<file path="config.mk">
export PLATFORM = sky130hd
export DESIGN_NAME = amp_gain_seq_pair
export DESIGN_NICKNAME = d
export VERILOG_FILES = /design/src/rtl/amp_seq_pkg.sv /design/src/rtl/amp_dwell_timer.sv /design/src/rtl/amp_chan_seq.sv /design/src/rtl/amp_gain_seq_pair.sv
export SDC_FILE = /design/constraint.sdc
export NUM_CORES = 1
export LEC_CHECK = 0
export ABC_AREA = 1
export BUFFER_PORTS_ARGS = -buffer_cell sky130_fd_sc_hd__buf_2
export CORE_MARGIN = 2
export CORE_UTILIZATION = 50
export DETAILED_ROUTE_END_ITERATION = 8
export PLACE_DENSITY = 0.64
export SLEW_MARGIN = 20
export SYNTH_ARGS = -nofsm -noshare
export SYNTH_HDL_FRONTEND = slang
export SYNTH_SLANG_ARGS = --single-unit
</file>
<file path="constraint.sdc">
create_clock -name clk -period 4.5 [get_ports clk]
set_input_delay 0.225 -clock clk [delete_from_list [all_inputs] [get_ports clk]]
set_output_delay 0.225 -clock clk [all_outputs]
set_load 0.1 [all_outputs]
</file>
<file path="src/rtl/amp_seq_pkg.sv">
package amp_seq_pkg;

  typedef enum logic [1:0] {
    CH_OFF  = 2'd0,
    CH_MUTE = 2'd1,
    CH_RUN  = 2'd2,
    CH_DOWN = 2'd3
  } ch_state_t;

  localparam int GAIN_W = 3;
  localparam int SEL_W  = 2;

  // gain select value s maps to gain step s+1 (step 0 is mute)
  function automatic logic [GAIN_W-1:0] sel_to_step(input logic [SEL_W-1:0] s);
    return GAIN_W'(s) + GAIN_W'(1);
  endfunction

endpackage

</file>
<file path="src/rtl/amp_dwell_timer.sv">
module amp_dwell_timer #(
  parameter int CNT_W = 12
) (
  input  logic             clk,
  input  logic             rst_n,
  input  logic             clr,
  input  logic             run,
  input  logic [CNT_W-1:0] limit,
  output logic             tick
);

  logic [CNT_W-1:0] cnt_q, cnt_d;
  logic             cnt_en;

  assign tick   = run && (cnt_q == limit - CNT_W'(1));
  assign cnt_en = clr || run;

  always_comb begin
    if (clr || tick) cnt_d = '0;
    else             cnt_d = cnt_q + CNT_W'(1);
  end

  always_ff @(posedge clk or negedge rst_n) begin
    if (!rst_n)      cnt_q <= '0;
    else if (cnt_en) cnt_q <= cnt_d;
  end

endmodule

</file>
<file path="src/rtl/amp_chan_seq.sv">
module amp_chan_seq
  import amp_seq_pkg::*;
#(
  parameter int MUTE_CYC  = 4000,
  parameter int DWELL_CYC = 2000
) (
  input  logic              clk,
  input  logic              rst_n,
  input  logic              stby_n,
  input  logic [SEL_W-1:0]  gsel,
  input  logic              short_flt,
  input  logic              hot_flt,
  output logic [GAIN_W-1:0] gain_step,
  output logic              out_en,
  output logic              ch_active
);

  localparam int MAX_CYC = (MUTE_CYC > DWELL_CYC) ? MUTE_CYC : DWELL_CYC;
  localparam int CNT_W   = $clog2(MAX_CYC + 1);
  localparam logic [CNT_W-1:0] MUTE_LIM  = CNT_W'(MUTE_CYC);
  localparam logic [CNT_W-1:0] DWELL_LIM = CNT_W'(DWELL_CYC);

  ch_state_t         st_q, st_d;
  logic [GAIN_W-1:0] gain_q, gain_d, target;
  logic              lat_q, lat_d;
  logic              wake_ok, fault, t_clr, t_run, tick;
  logic [CNT_W-1:0]  t_lim;

  assign target  = stby_n ? sel_to_step(gsel) : '0;
  assign wake_ok = stby_n && !lat_q && !hot_flt;
  assign fault   = (short_flt || hot_flt) && (st_q != CH_OFF);

  always_comb begin
    st_d   = st_q;
    gain_d = gain_q;
    lat_d  = lat_q;
    if (!stby_n) lat_d = 1'b0;
    if (short_flt && (st_q != CH_OFF)) lat_d = 1'b1;
    case (st_q)
      CH_OFF:  if (wake_ok) st_d = CH_MUTE;
      CH_MUTE: begin
        if (!stby_n)   st_d = CH_OFF;
        else if (tick) st_d = CH_RUN;
      end
      CH_RUN: begin
        if (!stby_n) st_d = CH_DOWN;
        else if (tick && (gain_q != target))
          gain_d = (gain_q < target) ? gain_q + GAIN_W'(1) : gain_q - GAIN_W'(1);
      end
      CH_DOWN: begin
        if (gain_q == '0) st_d = CH_OFF;
        else if (tick)    gain_d = gain_q - GAIN_W'(1);
      end
      default: st_d = CH_OFF;
    endcase
    if (fault) begin
      st_d   = CH_OFF;
      gain_d = '0;
    end
  end

  assign t_clr = (st_d != st_q) || ((st_q == CH_RUN) && (gain_q == target));
  assign t_run = (st_q != CH_OFF);
  assign t_lim = (st_q == CH_MUTE) ? MUTE_LIM : DWELL_LIM;

  amp_dwell_timer #(.CNT_W(CNT_W)) u_tmr (
    .clk   (clk),
    .rst_n (rst_n),
    .clr   (t_clr),
    .run   (t_run),
    .limit (t_lim),
    .tick  (tick)
  );

  always_ff @(posedge clk or negedge rst_n) begin
    if (!rst_n) begin
      st_q   <= CH_OFF;
      gain_q <= '0;
      lat_q  <= 1'b0;
    end else begin
      st_q   <= st_d;
      gain_q <= gain_d;
      lat_q  <= lat_d;
    end
  end

  assign gain_step = gain_q;
  assign out_en    = (st_q != CH_OFF);
  assign ch_active = (st_q == CH_RUN);


  gain_slew_chk: assert property (@(posedge clk) disable iff (!rst_n)
    (st_q != CH_OFF) |=> (st_q == CH_OFF) || (gain_q == $past(gain_q)) ||
                         (gain_q == $past(gain_q) + GAIN_W'(1)) ||
                         ($past(gain_q) == gain_q + GAIN_W'(1)));


  hiz_at_mute_chk: assert property (@(posedge clk) disable iff (!rst_n)
    (st_q == CH_OFF) |-> (gain_q == '0));


  wake_from_off_chk: assert property (@(posedge clk) disable iff (!rst_n)
    (st_q == CH_OFF) |=> ((st_q == CH_OFF) || (st_q == CH_MUTE)) && (gain_q == '0));


  short_hold_chk: assert property (@(posedge clk) disable iff (!rst_n)
    lat_q |-> (st_q == CH_OFF));


  hot_off_chk: assert property (@(posedge clk) disable iff (!rst_n)
    hot_flt |=> (st_q == CH_OFF));

endmodule

</file>
<file path="src/rtl/amp_gain_seq_pair.sv">
module amp_gain_seq_pair
  import amp_seq_pkg::*;
#(
  parameter int NCH       = 2,
  parameter int MUTE_CYC  = 4000,
  parameter int DWELL_CYC = 2000
) (
  input  logic                  clk,
  input  logic                  rst_n,
  input  logic [NCH-1:0]        stby_n,
  input  logic [NCH*SEL_W-1:0]  gsel,
  input  logic [NCH-1:0]        short_flt,
  input  logic                  hot_flt,
  output logic [NCH*GAIN_W-1:0] gain_step,
  output logic [NCH-1:0]        out_en,
  output logic [NCH-1:0]        ch_active,
  output logic                  all_off
);

  for (genvar c = 0; c < NCH; c++) begin : g_ch
    amp_chan_seq #(
      .MUTE_CYC  (MUTE_CYC),
      .DWELL_CYC (DWELL_CYC)
    ) u_ch (
      .clk       (clk),
      .rst_n     (rst_n),
      .stby_n    (stby_n[c]),
      .gsel      (gsel[c*SEL_W +: SEL_W]),
      .short_flt (short_flt[c]),
      .hot_flt   (hot_flt),
      .gain_step (gain_step[c*GAIN_W +: GAIN_W]),
      .out_en    (out_en[c]),
      .ch_active (ch_active[c])
    );
  end

  assign all_off = ~|out_en;


  active_drive_chk: assert property (@(posedge clk) disable iff (!rst_n)
    |ch_active |-> !all_off);

endmodule

</file>
==> run summary <==
P_int: 0.000625 W
most used cells in the layout excluding fill and tap cells: nand2_1, inv_1, nor2_1
Max transition margin: 42.9%
Setup Crit Path Kind: flip-flop to primary output
Clock Skews: 0.00550 ns
commonest non-fill, non-tap cell in the layout: nand2_1
Die W: 77.6 µm
critical path data required time: 4.28 ns
Mapped Nets: 409
Tmin final: 1.99 ns
Final Cycle Share: 44.3%
max cap viols: 0
net switching power figure: 0.000533 W
Die ar.: 0.00603 mm²
largest net degree at the start of global routing: 37
FP Rows: 26
Setup crit end kind: primary output
Final Max Slew Viols: 0
antenna diode count: 0
Yosys Warn Count: 0
global placer's final weighted congestion: 0.906
Core Area: 0.00517 mm²
Logic pwr share: 44.6%
placed instance count: 467
IO Pins: 22
crit path max fanout: 9
Reg power frac: 33.7%
area grow syn2layout: 8.86%
vias in the first global route: 2447
status: finished, final reports clean
CTS tree: done
total power: 0.00116 W
Vias/cell: 5.08
Synth Instances: 382
Switching Fraction: 46.0%
Die H: 77.6 µm
final setup fails: 0
mapped cell area: 0.00271 mm²
Layout Cells excl Fill: 474
H-tree depth: 2
total gr overflow: 0
WP data arrival: 1.77 ns
min-delay worst type: primary input to async pin
fmax: 0.502 GHz
final wirelength: 5740 µm
P_leak: 1.61 nW
Seq cells post-synth: 36
Nets: 431
Clk Latency, worst-skew pair: 0.29 ns
Final Hold Viols: 0
CTS buffer count: 5
unrepaired setup endpoints after global routing: false
DRC Markers: 0
CTS root buf: clkbuf_8
Starting Density: 52.4%
Netlist cell types: 32
clk slew on worst S/H paths: 0.07 ns
CTS max path bufs: 2
CTS sink cnt: 36
average cell area after synthesis: 7.10 µm²
count of buffers from port buffering: 21
# resized after CTS: 0
startpoint types: flip-flop
TritonRoute pass-1 iters: 4
Total GRT Usage: 21.4%
DR vias: 2408
dpl hpwl: 4370 µm
Clk pwr share: 21.6%
DRT iter0 DRCs: 80
Tightest Pin Transition: 0.857 ns
Post-CTS Setup Repair Bufs: 0
sequential element share of the synthesized area: 33.2%
hold_buf cts: 0
Avg WL per Cell: 12.1 µm
PwrDens: 392 mW/mm²
number of routed nets with antenna violations: 0
initial antenna violation count: 0
Max VDD drop: 0.000386 V
setup TNS: 0 ns
layout cells sized above 1: 16.1%
first-pass GRT wire length: 10400 µm
==> registers in the layout (all words and copies together), names as in the netlist <==
signal / flops
g_ch.u_ch.gain_step: 6
g_ch.u_ch.st_q: 4
g_ch.u_ch.lat_q: 2
g_ch.u_ch.u_tmr.cnt_q: 24
==> through the flow <==
stage	util, %	cell area (µm²)	worst slack [ns]	hold WS, ns
4_1_cts	57.1	2950	2.50	0.0743
5_1_grt	57.1	2950	2.27	0.107
2_1_floorplan	-	2710	2.13	-0.0706
3_3_place_gp	55.2	2860	2.56	0.380
3_5_place_dp	55.2	2860	2.53	0.387
6_report	57.1	2950	2.51	0.0400
==> critical path, stage by stage (launching register included) <==
cell,delay (ns)
dfrtp_1,0.49
nor2_2,0.30
inv_2,0.16
nor2_1,0.11
buf_2,0.43
==> cell type report <==
cell class                 count  area [µm²]
fill                         502        2220
multi-input combinational    275        1520
sequential                    36         901
inverter                      65         246
timing repair buffer          21         105
clock buffer                   7        96.3
tap                           70        87.6
==> final timing paths <==
kind | from | endpoint | slack, ns | depth (start not counted)
worst max-delay path | g_ch[0].u_ch.st_q[0] | all_off | 2.51 | 4
max in group asynchronous | rst_n | g_ch[1].u_ch.u_tmr.cnt_q[11] | 3.91 | 1
worst min-delay path | rst_n | g_ch[0].u_ch.gain_step[2] | 0.04 | 1
worst max register to register | g_ch[0].u_ch.u_tmr.cnt_q[0] | g_ch[0].u_ch.u_tmr.cnt_q[1] | 2.51 | 11
worst min register to register | g_ch[0].u_ch.lat_q | g_ch[0].u_ch.lat_q | 0.49 | 2
min in group clk | short_flt[1] | g_ch[1].u_ch.lat_q | 0.17 | 3
==> cells in the mapped netlist (all sizes together) <==
| library cell | n | area [µm²] |
|---|---|---|
| buf | 6 | 48.8 |
| nand4 | 17 | 128 |
| dfrtp | 36 | 901 |
| inv | 64 | 243 |
| o211ai | 1 | 7.51 |
| a211oi | 1 | 7.51 |
| xnor2 | 3 | 26.3 |
| nand3 | 30 | 175 |
| nor4 | 1 | 6.26 |
| mux2 | 1 | 11.3 |
| nand2 | 84 | 345 |
| xor2 | 8 | 70.1 |
| a21oi | 22 | 110 |
| o21ai | 20 | 111 |
| nor3b | 1 | 7.51 |
| nor2 | 61 | 259 |
| ha | 16 | 200 |
| clkinv | 1 | 3.75 |
| nor3 | 9 | 50.1 |
==> cells by family after synthesis <==
kind of cell	after synthesis	synth area share, %
compound gates	44	8.72
xor+xnor	11	3.55
fa+ha+maj	16	7.38
buf+inv	71	10.9
flops	36	33.2
mux	1	0.415
simple gates	203	35.8
==> power by group through the flow <==
stage	Sequential, W	Combinational [W]	Clock, W
2_1_floorplan	0.000383	0.000444	0
5_1_grt	0.000398	0.000582	0.000275
3_3_place_gp	0.000394	0.000516	0
6_report	0.000391	0.000517	0.000250
4_1_cts	0.000390	0.000524	0.000260
3_5_place_dp	0.000396	0.000521	0
==> per-layer routing <==
layer	wire length, µm	up-vias	part of all wire (%)	GRT usage [%]
met5	0	-	0	0
met4	92	0	1.6	8.21
met1	2730	1100	47	26.7
li1	-	1269	-	-
met3	116	10	2.0	3.02
met2	2810	29	49	37.2
(Power assumes the default switching activity.)
